### src/rtl/mcyc_ctrl_pkg.sv
package mcyc_ctrl_pkg;

  localparam int OPC_W = 6;

  localparam logic [OPC_W-1:0] OP_RTYPE = 6'b000000;
  localparam logic [OPC_W-1:0] OP_LB    = 6'b100000;
  localparam logic [OPC_W-1:0] OP_SB    = 6'b101000;
  localparam logic [OPC_W-1:0] OP_BEQ   = 6'b000100;
  localparam logic [OPC_W-1:0] OP_J     = 6'b000010;

  localparam logic [1:0] BSEL_REG    = 2'b00;
  localparam logic [1:0] BSEL_ONE    = 2'b01;
  localparam logic [1:0] BSEL_IMM    = 2'b10;
  localparam logic [1:0] BSEL_IMM_SH = 2'b11;

  localparam logic [1:0] AOP_ADD   = 2'b00;
  localparam logic [1:0] AOP_SUB   = 2'b01;
  localparam logic [1:0] AOP_FUNCT = 2'b10;

  localparam logic [1:0] PCS_ALU    = 2'b00;
  localparam logic [1:0] PCS_ALUREG = 2'b01;
  localparam logic [1:0] PCS_JUMP   = 2'b10;

  typedef enum logic [3:0] {
    S_FETCH,
    S_DECODE,
    S_ADDR,
    S_LD_READ,
    S_LD_WB,
    S_ST_WRITE,
    S_RT_EXEC,
    S_RT_DONE,
    S_BR_DONE,
    S_JMP_DONE
  } state_e;

  typedef struct packed {
    logic       mem_rd;
    logic       mem_wr;
    logic       addr_sel;
    logic       reg_src_mem;
    logic       dst_rd;
    logic       reg_wr;
    logic       alu_a_sel;
    logic [1:0] alu_b_sel;
    logic [1:0] alu_op;
    logic [1:0] pc_src;
    logic       pc_wr;
    logic       pc_wr_cond;
  } ctrl_t;

endpackage

### src/rtl/mcyc_next_state.sv
module mcyc_next_state
  import mcyc_ctrl_pkg::*;
#(
  parameter int FETCH_BYTES = 4,
  localparam int IDX_W = (FETCH_BYTES > 1) ? $clog2(FETCH_BYTES) : 1
) (
  input  state_e           state_i,
  input  logic [IDX_W-1:0] idx_i,
  input  logic [OPC_W-1:0] opcode_i,
  output state_e           state_o,
  output logic [IDX_W-1:0] idx_o
);

  localparam logic [IDX_W-1:0] IDX_LAST = IDX_W'(FETCH_BYTES - 1);

  always_comb begin
    state_o = S_FETCH;
    idx_o   = '0;
    unique case (state_i)
      S_FETCH: begin
        if (idx_i == IDX_LAST) begin
          state_o = S_DECODE;
        end else begin
          state_o = S_FETCH;
          idx_o   = idx_i + 1'b1;
        end
      end
      S_DECODE: begin
        unique case (opcode_i)
          OP_LB, OP_SB: state_o = S_ADDR;
          OP_RTYPE:     state_o = S_RT_EXEC;
          OP_BEQ:       state_o = S_BR_DONE;
          OP_J:         state_o = S_JMP_DONE;
          default:      state_o = S_FETCH;
        endcase
      end
      S_ADDR:    state_o = (opcode_i == OP_SB) ? S_ST_WRITE : S_LD_READ;
      S_LD_READ: state_o = S_LD_WB;
      S_RT_EXEC: state_o = S_RT_DONE;
      default:   state_o = S_FETCH;
    endcase
  end

endmodule

### src/rtl/mcyc_out_decode.sv
module mcyc_out_decode
  import mcyc_ctrl_pkg::*;
#(
  parameter int FETCH_BYTES = 4,
  localparam int IDX_W = (FETCH_BYTES > 1) ? $clog2(FETCH_BYTES) : 1
) (
  input  state_e                 state_i,
  input  logic [IDX_W-1:0]       idx_i,
  output ctrl_t                  ctrl_o,
  output logic [FETCH_BYTES-1:0] ir_wr_o
);

  for (genvar g = 0; g < FETCH_BYTES; g++) begin : g_irwr
    assign ir_wr_o[g] = (state_i == S_FETCH) && (idx_i == IDX_W'(g));
  end

  always_comb begin
    ctrl_o = '0;
    unique case (state_i)
      S_FETCH: begin
        ctrl_o.mem_rd    = 1'b1;
        ctrl_o.alu_b_sel = BSEL_ONE;
        ctrl_o.alu_op    = AOP_ADD;
        ctrl_o.pc_src    = PCS_ALU;
        ctrl_o.pc_wr     = 1'b1;
      end
      S_DECODE: begin
        ctrl_o.alu_b_sel = BSEL_IMM_SH;
        ctrl_o.alu_op    = AOP_ADD;
      end
      S_ADDR: begin
        ctrl_o.alu_a_sel = 1'b1;
        ctrl_o.alu_b_sel = BSEL_IMM;
        ctrl_o.alu_op    = AOP_ADD;
      end
      S_LD_READ: begin
        ctrl_o.mem_rd   = 1'b1;
        ctrl_o.addr_sel = 1'b1;
      end
      S_LD_WB: begin
        ctrl_o.reg_wr      = 1'b1;
        ctrl_o.reg_src_mem = 1'b1;
      end
      S_ST_WRITE: begin
        ctrl_o.mem_wr   = 1'b1;
        ctrl_o.addr_sel = 1'b1;
      end
      S_RT_EXEC: begin
        ctrl_o.alu_a_sel = 1'b1;
        ctrl_o.alu_b_sel = BSEL_REG;
        ctrl_o.alu_op    = AOP_FUNCT;
      end
      S_RT_DONE: begin
        ctrl_o.reg_wr = 1'b1;
        ctrl_o.dst_rd = 1'b1;
      end
      S_BR_DONE: begin
        ctrl_o.alu_a_sel  = 1'b1;
        ctrl_o.alu_b_sel  = BSEL_REG;
        ctrl_o.alu_op     = AOP_SUB;
        ctrl_o.pc_src     = PCS_ALUREG;
        ctrl_o.pc_wr_cond = 1'b1;
      end
      S_JMP_DONE: begin
        ctrl_o.pc_src = PCS_JUMP;
        ctrl_o.pc_wr  = 1'b1;
      end
      default: ctrl_o = '0;
    endcase
  end

endmodule

### src/rtl/mcyc_ctrl.sv
module mcyc_ctrl
  import mcyc_ctrl_pkg::*;
#(
  parameter int FETCH_BYTES = 4
) (
  input  logic                   clk_i,
  input  logic                   rst_ni,
  input  logic [5:0]             opcode_i,
  output logic                   mem_rd_o,
  output logic                   mem_wr_o,
  output logic                   addr_sel_o,
  output logic [FETCH_BYTES-1:0] ir_wr_o,
  output logic                   reg_src_mem_o,
  output logic                   dst_rd_o,
  output logic                   reg_wr_o,
  output logic                   alu_a_sel_o,
  output logic [1:0]             alu_b_sel_o,
  output logic [1:0]             alu_op_o,
  output logic [1:0]             pc_src_o,
  output logic                   pc_wr_o,
  output logic                   pc_wr_cond_o
);

  localparam int IDX_W = (FETCH_BYTES > 1) ? $clog2(FETCH_BYTES) : 1;

  state_e           state_q, state_d;
  logic [IDX_W-1:0] idx_q, idx_d;
  ctrl_t            ctrl;

  always_ff @(posedge clk_i or negedge rst_ni) begin
    if (!rst_ni) begin
      state_q <= S_FETCH;
      idx_q   <= '0;
    end else begin
      state_q <= state_d;
      idx_q   <= idx_d;
    end
  end

  mcyc_next_state #(.FETCH_BYTES(FETCH_BYTES)) u_nxt (
    .state_i  (state_q),
    .idx_i    (idx_q),
    .opcode_i (opcode_i),
    .state_o  (state_d),
    .idx_o    (idx_d)
  );

  mcyc_out_decode #(.FETCH_BYTES(FETCH_BYTES)) u_dec (
    .state_i (state_q),
    .idx_i   (idx_q),
    .ctrl_o  (ctrl),
    .ir_wr_o (ir_wr_o)
  );

  assign mem_rd_o      = ctrl.mem_rd;
  assign mem_wr_o      = ctrl.mem_wr;
  assign addr_sel_o    = ctrl.addr_sel;
  assign reg_src_mem_o = ctrl.reg_src_mem;
  assign dst_rd_o      = ctrl.dst_rd;
  assign reg_wr_o      = ctrl.reg_wr;
  assign alu_a_sel_o   = ctrl.alu_a_sel;
  assign alu_b_sel_o   = ctrl.alu_b_sel;
  assign alu_op_o      = ctrl.alu_op;
  assign pc_src_o      = ctrl.pc_src;
  assign pc_wr_o       = ctrl.pc_wr;
  assign pc_wr_cond_o  = ctrl.pc_wr_cond;

endmodule

### config.mk
export PLATFORM = sky130hd
export DESIGN_NAME = mcyc_ctrl
export DESIGN_NICKNAME = d
export VERILOG_FILES = /design/src/rtl/mcyc_ctrl_pkg.sv /design/src/rtl/mcyc_next_state.sv /design/src/rtl/mcyc_out_decode.sv /design/src/rtl/mcyc_ctrl.sv
export SDC_FILE = /design/constraint.sdc
export NUM_CORES = 1
export LEC_CHECK = 0
export BUFFER_PORTS_ARGS = -buffer_cell sky130_fd_sc_hd__buf_2
export CAP_MARGIN = 20
export CORE_AREA = 3 3 40 42
export CTS_CLUSTER_SIZE = 14
export DETAILED_ROUTE_END_ITERATION = 8
export DIE_AREA = 0 0 43 45
export GPL_TIMING_DRIVEN = 1
export PLACE_DENSITY = 0.72
export SETUP_SLACK_MARGIN = 0.02
export SYNTH_ARGS = -nofsm -noshare
export SYNTH_HDL_FRONTEND = slang
export SYNTH_SLANG_ARGS = --single-unit
### constraint.sdc
create_clock -name clk_i -period 2.55 [get_ports clk_i]
set_clock_uncertainty 0.05 [all_clocks]
set_input_delay 0 -clock clk_i [delete_from_list [all_inputs] [get_ports clk_i]]
set_output_delay 0 -clock clk_i [all_outputs]
set_load 0.01 [all_outputs]
==> results of run 1 <==
## critical path: stages (launching register included)
cell,delay (ns)
dfrtp_1,0.49
or4b_4,0.59
or4_4,0.45
nor4b_2,0.22
or3_1,0.13
## power breakdown
part / total, mW / internal [mW] / switching (mW)
Clock: 0.0819 / 0.0529 / 0.0291
Combinational: 0.263 / 0.135 / 0.129
Sequential: 0.160 / 0.121 / 0.0391
Total: 0.505 / 0.308 / 0.197
## what timing repair did
action                                  CTS  global route
hold endpoints to repair                  8             0
hold buffers                              3             0
endpoints found under the setup margin    0             0
## per-stage QoR
stage          setup WS (ns)  hold slack, ns  utilization, %  cell area, sq um
4_1_cts                0.565          0.0123            55.6               714
3_5_place_dp           0.566          -0.221            51.5               662
3_3_place_gp           0.632          -0.224            51.5               662
2_1_floorplan          0.746          -0.346               -               543
5_1_grt                0.473          0.0194            55.6               714
6_report               0.579          0.0246            55.6               714
## synthesized netlist by cell type (2+ instances only)
library cell / number
clkbuf_1: 3
and2_1: 6
nand2_1: 5
dfrtp_1: 6
or2_2: 3
inv_1: 3
nor2_1: 3
ha_1: 4
xnor2_1: 3
nor3b_1: 3
nor3_1: 7
nand2b_1: 2
## state kept, by name, summed over array words and instances, names as in the netlist
signal and count:
state_q 4, idx_q 2
## layer usage
| metal | GRT usage, % | wire length, um | part of all wire [%] | vias up |
|---|---|---|---|---|
| li1 | - | - | - | 274 |
| met1 | 15.4 | 467 | 43 | 223 |
| met2 | 19.2 | 484 | 45 | 32 |
| met3 | 2.39 | 117 | 11 | 2 |
| met4 | 5.42 | 9 | 0.83 | 0 |
| met5 | 0 | 0 | 0 | - |
## cells by family after synthesis
logic type | count (synthesis) | synth area share, %
AND/OR/NAND/NOR | 39 | 45.2
buffers and inverters | 8 | 7.60
flip-flops | 6 | 27.6
XOR/XNOR | 4 | 6.45
adder cells (fa/ha/maj) | 4 | 9.22
AO/OA/AOI/OAI | 3 | 3.92
## worst max path at each step
stage / startpoint / to / slack [ns]
finish: state_q[1]$_DFF_PN0_ / state_q[0]$_DFF_PN0_ / 0.58
global route: state_q[0]$_DFF_PN0_ / state_q[0]$_DFF_PN0_ / 0.47
CTS: state_q[1]$_DFF_PN0_ / state_q[0]$_DFF_PN0_ / 0.57
detailed placement: state_q[1]$_DFF_PN0_ / state_q[0]$_DFF_PN0_ / 0.57
global placement: state_q[1]$_DFF_PN0_ / state_q[0]$_DFF_PN0_ / 0.63
floorplan: state_q[3]$_DFF_PN0_ / state_q[0]$_DFF_PN0_ / 0.75
## layout make-up
cell class | count | share of cell area (%)
repair buffers | 29 | 22.4
clock buffers | 3 | 3.15
flip-flops and latches | 6 | 21.0
inverters | 3 | 1.58
multi-input cells | 50 | 49.2
well taps | 15 | 2.63
==> run metrics, run 1 <==
outcome=finished, final reports clean; Routed Antenna Nets=0; Rel. slew slack=just over 50%; global-route congestion overflow total=0; library cells used by synthesis=28; # IOs=27; # clock sinks=6; Hold Path Cell Cnt=3; Via density=around 5.0; Worst Hold End=state_q[3]$_DFF_PN0_; Final Hold Fails=0; Global Route Usage Sum=between 10% and 20%; nets@finish=roughly 110; Reg-to-Reg Start=state_q[1]$_DFF_PN0_; largest net degree at the start of global routing=13; Startpoint Class=register; ys flop type=dfrtp_1; unrepaired setup endpoints after global routing=false; flops & latches, synth=6; Clock Latency Late Sink=0.24 ns; top cells by area, synth=dfrtp_1 (28%), ha_1 (9.2%), and2_1 (6.9%), nor3_1 (6.5%), xnor2_1 (4.8%); pwr dens=707 mW/mm^2; final total power=approximately 0.5 mW; Routed WL per cell=a little over 10 um; internal reg-to-reg setup slack=around 0.58 ns; Yosys top cell area share=27.6%; H-tree depth=1; CTS Buf Count=3; layout cells sized above 1=38.5%; DRT Pass-1 Iters=5; # Post-CTS Setup Buffers=0; post-route insts no fill=between 100 and 150; via count=about 530; dominant cell type by area after synthesis=dfrtp_1; r2r worst-path depth=4; YS warnings=0; number of DRC markers in iteration 0=6; post-synthesis sequential area ratio=27.6%; commonest cells after routing, fill and taps aside=buf_2 (26), nor3_1 (7), and2_1 (6), dfrtp_1 (6), nand2_1 (5); cells after synthesis=64; reg2reg end=state_q[0]$_DFF_PN0_; Setup-failing EPs final=0; clk root buf=clkbuf_4; Leak=0.382 nW; fmax=around 0.51 GHz; Final Max Slew Viols=0; Setup CP Type=reg2reg; fill count=approximately 120; Worst Path Required=approximately 2.7 ns; commonest non-fill, non-tap cell in the layout=buf_2; period utilisation layout=about 77%; gpl congestion=0.771; Sequential Area=150 sq um; n_diodes=0; Resized cells post-CTS=0; Post-synth EDFFs=0; Hold WC Path Type=in2reg; syn nets=76; Residual DRC=0; Worst VDD drop=between 0.0002 and 0.0003 V; die width=between 40 and 50 um; total wire length=roughly 1100 um; total die area=between 0.0015 and 0.002 sq mm; antenna violations before repair=0; Avg Cell Area, Syn=8.48 sq um; IO Port Bufs=26; row count=13; Die Y=around 45 um; Core Region=0.00128 sq mm; first-pass GRT wire length=between 1500 and 2000 um; clock buffer depth=2; vias in the first global route=between 400 and 500; Setup TNS=0 ns; Max FO, Critical Path=11; fraction of registers with async set/reset=100%; max_cap viols=0; Worst Path Arrival=about 2.1 ns; Multi-input gate area=approximately 350 sq um; crit end category=register; area grow syn2layout=31.6%; post-placement cell count=100; worst hold start=opcode_i[1]; CTS tree=done; area of the mapped netlist=between 500 and 600 sq um; worst slew pin tran=0.728 ns; Reg clk slew, reported paths=roughly 0.040 ns; Initial Util=42.3%; minimum clock period=around 2 ns
No activity file was read; power rests on OpenSTA's default activity.
==> run 2, diff against run 1 <==
Clock period 2.55 ns to 2 ns, I/O delays scaled along.
==> run 2 against run 1 <==
Against the previous run:
- critical path depth stayed put
- die area did not move
- setup slack worse by 0.42 ns
- hold slack lost 0.011 ns
- via count grew 1.5%
- sequential cell count unchanged
- power grew 35%
- final area rose by 5.3%
- combinational power rose by 52%
- register-to-register slack lost 0.42 ns
- critical path type unchanged
- critical endpoint unchanged
- largest cell class unchanged
==> run metrics, run 2 (same netlist as run 1, synthesis figures left out) <==
total wire length=1180 um (+9.7%); Routed Antenna Nets=0 (unchanged); Worst Path Required=2.12 ns (-0.56 ns); Hold Buf Count CTS=3 (unchanged); Initial Util=42.3% (unchanged); post-route insts no fill=111 (+4.7%); CTS Buf Count=3 (unchanged); Final Max Slew Viols=0 (unchanged); outcome=finished, final reports clean; post-placement cell count=105 (+5.0%); clock buffer depth=2 (unchanged); total die area=0.00194 sq mm (unchanged); Core Region=0.00128 sq mm (unchanged); # Post-CTS Setup Buffers=0 (unchanged); Seq pwr share=26.1% (-5.5 points); global-route congestion overflow total=0 (unchanged); # IOs=27 (unchanged); n_diodes=0 (unchanged); Final Hold Fails=0 (unchanged); Reg clk slew, reported paths=0.04 ns (about the same); unrepaired setup endpoints after global routing=false; Largest regs=state_q x4, idx_q x2; crit end category=register; vias in the first global route=478 (+9.9%); worst hold start=opcode_i[1]; Setup CP Type=reg2reg; post-DP HPWL=967 um; Via density=4.86 (-3.1%); gpl congestion=0.699 (-9.4%); Clk pwr share=15.5% (-0.7 points); commonest non-fill, non-tap cell in the layout=buf_2; # clock sinks=6 (unchanged); antenna violations before repair=0 (unchanged); crit path launch=state_q[1]$_DFF_PN0_; Routed WL per cell=10.7 um (+4.8%); H-tree depth=1 (unchanged); Top reg by flops=state_q; Reg-to-Reg Start=state_q[1]$_DFF_PN0_; Startpoint Class=register; area grow syn2layout=38.5%; P_sw=0.265 mW (+35%); Max FO, Critical Path=3 (-8); via count=539 (+1.5%); Leak=0.408 nW (+6.8%); Worst VDD drop=0.000430 V (+51%); DRT Pass-1 Iters=3 (-2); Worst Path Arrival=1.97 ns (-0.13 ns); CTS tree=done; largest net degree at the start of global routing=12 (-1); final core occ=58.5% (+2.9 points); period utilisation layout=92.1% (+15 points); IO Port Bufs=26 (unchanged); row count=13 (unchanged); Gate power share=58.4% (+6.3 points); Finished Cell Area=752 sq um (+5.3%); Resized cells post-CTS=0 (unchanged); Residual DRC=0 (unchanged); number of DRC markers in iteration 0=2 (-4); commonest cells after routing, fill and taps aside=buf_2 (26), nor3_1 (7), and2_1 (6), dfrtp_1 (6); Die Y=45 um (unchanged); die width=43 um (unchanged); Clock Latency Late Sink=0.24 ns (about the same); Setup TNS=0 ns (unchanged); pwr dens=909 mW/mm^2 (+29%); Setup-failing EPs final=0 (unchanged); nets@finish=110 (+4.8%); max_cap viols=0 (unchanged); first-pass GRT wire length=1970 um (+11%); Rel. slew slack=77.8% (+27 points); Hold WC Path Type=in2reg; max reg flops=4 (unchanged); Global Route Usage Sum=13.6% (+1.7 points); layout cells sized above 1=41.7% (+3.2 points); fmax=0.543 GHz (+7.0%); Cell Area, Placed=699 sq um (+5.7%); clk root buf=clkbuf_4; Sw Share=38.8% (-0.17 points); worst slew pin tran=0.329 ns (-0.399 ns); minimum clock period=1.84 ns (-0.129 ns); Int Power=0.418 mW (+36%)
[run 2: cell type report]
type / count / area, sq um
sequential: 6 / 150
tap: 15 / 18.8
multi-input combinational: 50 / 352
timing repair buffer: 34 / 198
clock buffer: 3 / 22.5
inverter: 3 / 11.3
fill: 136 / 533
[run 2: final timing paths]
kind | to | slack (ns) | cells past startpoint
hold reg to reg | idx_q[0]$_DFF_PN0_ | 0.47 | 1
min in group asynchronous | state_q[3]$_DFF_PN0_ | 0.06 | 2
max in group asynchronous | idx_q[1]$_DFF_PN0_ | 1.70 | 2
setup reg to reg | state_q[0]$_DFF_PN0_ | 0.16 | 4
hold / removal | state_q[3]$_DFF_PN0_ | 0.01 | 3
setup / recovery | state_q[0]$_DFF_PN0_ | 0.16 | 4
[run 2: power groups by stage]
stage               registers, mW  clock network, mW  logic [mW]
floorplan                   0.175                  0       0.248
global placement            0.178                  0       0.386
detailed placement          0.180                  0       0.402
CTS                         0.179              0.110       0.407
global route                0.184              0.120       0.449
finish                      0.178              0.106       0.399
[run 2: worst max-delay path, stage by stage, from the launching register on]
cell     delay, ns
dfrtp_1       0.37
or4b_4        0.55
or4_4         0.45
nor4b_2       0.22
or3_1         0.14
[run 2: per-layer routing]
metal | global-route usage, % | part of all wire [%] | vias up
met5 | 0 | 0 | -
met4 | 7.23 | 1.4 | 0
met3 | 1.20 | 8.2 | 2
met2 | 25.1 | 51 | 24
met1 | 15.6 | 39 | 234
li1 | - | - | 279
[run 2: metrics by stage]
step / hold slack, ns / worst slack (ns) / power, mW
finish: 0.0134 / 0.158 / 0.683
global route: 0.0184 / 0.0835 / 0.753
CTS: 0.0114 / 0.143 / 0.696
detailed placement: -0.226 / 0.182 / 0.583
global placement: -0.228 / 0.238 / 0.564
floorplan: -0.346 / 0.196 / 0.424
==> run 3, diff against run 2 <==
Settings changed: ABC_AREA set to 1, MAX_ROUTING_LAYER set to met4, PLACE_DENSITY 0.72 to 0.74.
==> run 3 against run 2 <==
Against the previous run:
- final area grew 0.50%
- the flow now finishes with violations (hold timing)
- register-to-register slack gained 0.74 ns
- combinational power shrank 4%
- synthesized cell count grew 44%
- first-iteration DRC count grew to 6.0 times the previous value
- area after synthesis grew 3.0%
- global-route usage grew 1.2 points
- core utilization grew 0.29 points
- largest cell class unchanged
==> run metrics, run 3 <==
outcome=finished, violations left; failing checks=hold timing; Residual DRC=0 (unchanged); Die Y=45 um (unchanged); Avg Cell Area, Syn=6.08 sq um (-28%); Top reg by flops=state_q; Global Route Usage Sum=14.8% (+1.2 points); vias in the first global route=560 (+17%); Worst VDD drop=0.000461 V (+7.4%); antenna violations before repair=0 (unchanged); worst slew pin tran=0.207 ns (-0.121 ns); Core Region=0.00128 sq mm (unchanged); layout cells sized above 1=31.7% (-10 points); top cells by area, synth=dfrtp_1 (27%), nor2_1 (16%), inv_1 (12%), nand2_1 (11%), ha_1 (8.9%); # IOs=27 (unchanged); ys flop type=dfrtp_1; post-synthesis sequential area ratio=26.8% (-0.80 points); Final Hold Fails=1 (+1); Routed Antenna Nets=0 (unchanged); Startpoint Class=input port; WHS=-0.00425 ns (-0.0176 ns); post-DP HPWL=1010 um (+4.4%); Hold WC Path Type=in2reg; DRT Pass-1 Iters=4 (+1); pwr dens=897 mW/mm^2 (-1.3%); Leak=0.459 nW (+13%); row count=13 (unchanged); YS warnings=0 (unchanged); Max FO, Critical Path=2 (-1); dominant cell type by area after synthesis=dfrtp_1; final total power=0.678 mW (-0.82%); Largest regs=state_q x4, idx_q x2; Setup-failing EPs final=0 (unchanged); flops & latches, synth=6 (unchanged); nets@finish=137 (+25%); total die area=0.00194 sq mm (unchanged); gpl congestion=0.785 (+12%); CTS tree=done; Final Max Slew Viols=0 (unchanged); total wire length=1210 um (+1.8%); Yosys top cell area share=26.8% (-0.80 points); Worst Path Required=2.11 ns (about the same); cells after synthesis=92 (+44%); Setup TNS=0 ns (unchanged); clk root buf=clkbuf_4; internal reg-to-reg setup slack=0.90 ns (+0.74 ns); count leader, synth=nor2_1; max reg flops=4 (unchanged); CTS Buf Count=3 (unchanged); Final WS setup=0.602 ns (+0.444 ns); largest net degree at the start of global routing=9 (-3); area of the mapped netlist=559 sq um (+3.0%); post-placement cell count=132 (+26%); commonest cells after routing, fill and taps aside=buf_2 (26), nor2_1 (23), inv_1 (18); max_cap viols=0 (unchanged); fraction of registers with async set/reset=100% (unchanged); library cells used by synthesis=17 (-39%); Via density=4.51 (-7.2%); minimum clock period=1.40 ns (-0.444 ns); Setup CP Type=in2reg; global-route congestion overflow total=0 (unchanged); syn nets=104 (+37%); Clock Latency Late Sink=0.24 ns (about the same); Rel. slew slack=86.1% (+8.3 points); Post-synth EDFFs=0 (unchanged); first-pass GRT wire length=2160 um (+9.8%); # clock sinks=6 (unchanged); fmax=0.715 GHz (+32%); period utilisation layout=69.9% (-22 points); Initial Util=43.5% (+1.3 points); unrepaired setup endpoints after global routing=false; IO Port Bufs=26 (unchanged); H-tree depth=1 (unchanged); post-route insts no fill=138 (+24%); clock buffer depth=2 (unchanged); Routed WL per cell=8.73 um (-18%); most frequent cells after synthesis=nor2_1 (24), inv_1 (18), nand2_1 (17); number of DRC markers in iteration 0=12 (+10); area grow syn2layout=35.1%; # Post-CTS Setup Buffers=0 (unchanged); n_diodes=0 (unchanged); crit end category=register; die width=43 um (unchanged); via count=622 (+15%); Reg clk slew, reported paths=0.04 ns (about the same); Worst Path Arrival=1.50 ns (-0.47 ns); commonest non-fill, non-tap cell in the layout=buf_2; DP Worst Slack=0.906 ns (+0.724 ns)
## run 3: worst paths after layout
path | end | from | cells after the start
max | state_q[3]$_DFF_PN0_ | opcode_i[5] | 6
min | state_q[3]$_DFF_PN0_ | opcode_i[2] | 3
max reg2reg | state_q[3]$_DFF_PN0_ | state_q[1]$_DFF_PN0_ | 5
min reg2reg | idx_q[0]$_DFF_PN0_ | idx_q[0]$_DFF_PN0_ | 1
max in group asynchronous | state_q[3]$_DFF_PN0_ | rst_ni | 2
min in group asynchronous | idx_q[0]$_DFF_PN0_ | rst_ni | 2
## run 3: layout make-up
type / instances / area (sq um)
inverter: 19 / 71.3
tap: 15 / 18.8
timing repair buffer: 29 / 160
multi-input combinational: 66 / 333
fill: 134 / 529
sequential: 6 / 150
clock buffer: 3 / 22.5
## run 3: critical path: stages
cell,delay (ns)
dlygate4sd3_1,0.54
buf_2,0.13
nor2_2,0.09
dlygate4sd3_1,0.56
nand2_1,0.05
a21oi_1,0.12
## run 3: cell families (layout without fill, tap and decap cells)
family                     Yosys count  count (layout)  share of synthesized area, %
AOI/OAI and AO/OA                    5               5                          5.37
DFF                                  6               6                          26.8
buffers and inverters               20              51                          14.1
and+or+nand+nor                     57              57                          44.7
adders and majority gates            4               4                          8.95
## run 3: layer usage
layer	global-route usage [%]	up-vias	routed length, um
li1	-	339	-
met1	17.7	269	537
met2	25.1	14	609
met3	2.39	0	58
met4	5.42	0	0
met5	-	-	0
## run 3: report_power, final
part	switching (mW)	internal (mW)
Clock	0.0387	0.0675
Combinational	0.227	0.154
Sequential	0.0355	0.154
## run 3: timing repair
item | in CTS | in global routing
hold buffers | 4 | 0
endpoints found under the setup margin | 0 | 1
endpoints found under the hold margin | 7 | 0
resized for setup | 0 | 1
## run 3: per-stage QoR
step	hold slack (ns)	util, %	instance area, sq um
3_5_place_dp	-0.224	54.5	701
3_3_place_gp	-0.224	54.5	701
6_report	-0.00425	58.8	756
4_1_cts	0.0524	59.4	763
2_1_floorplan	-0.346	-	559
5_1_grt	0.0214	58.8	756
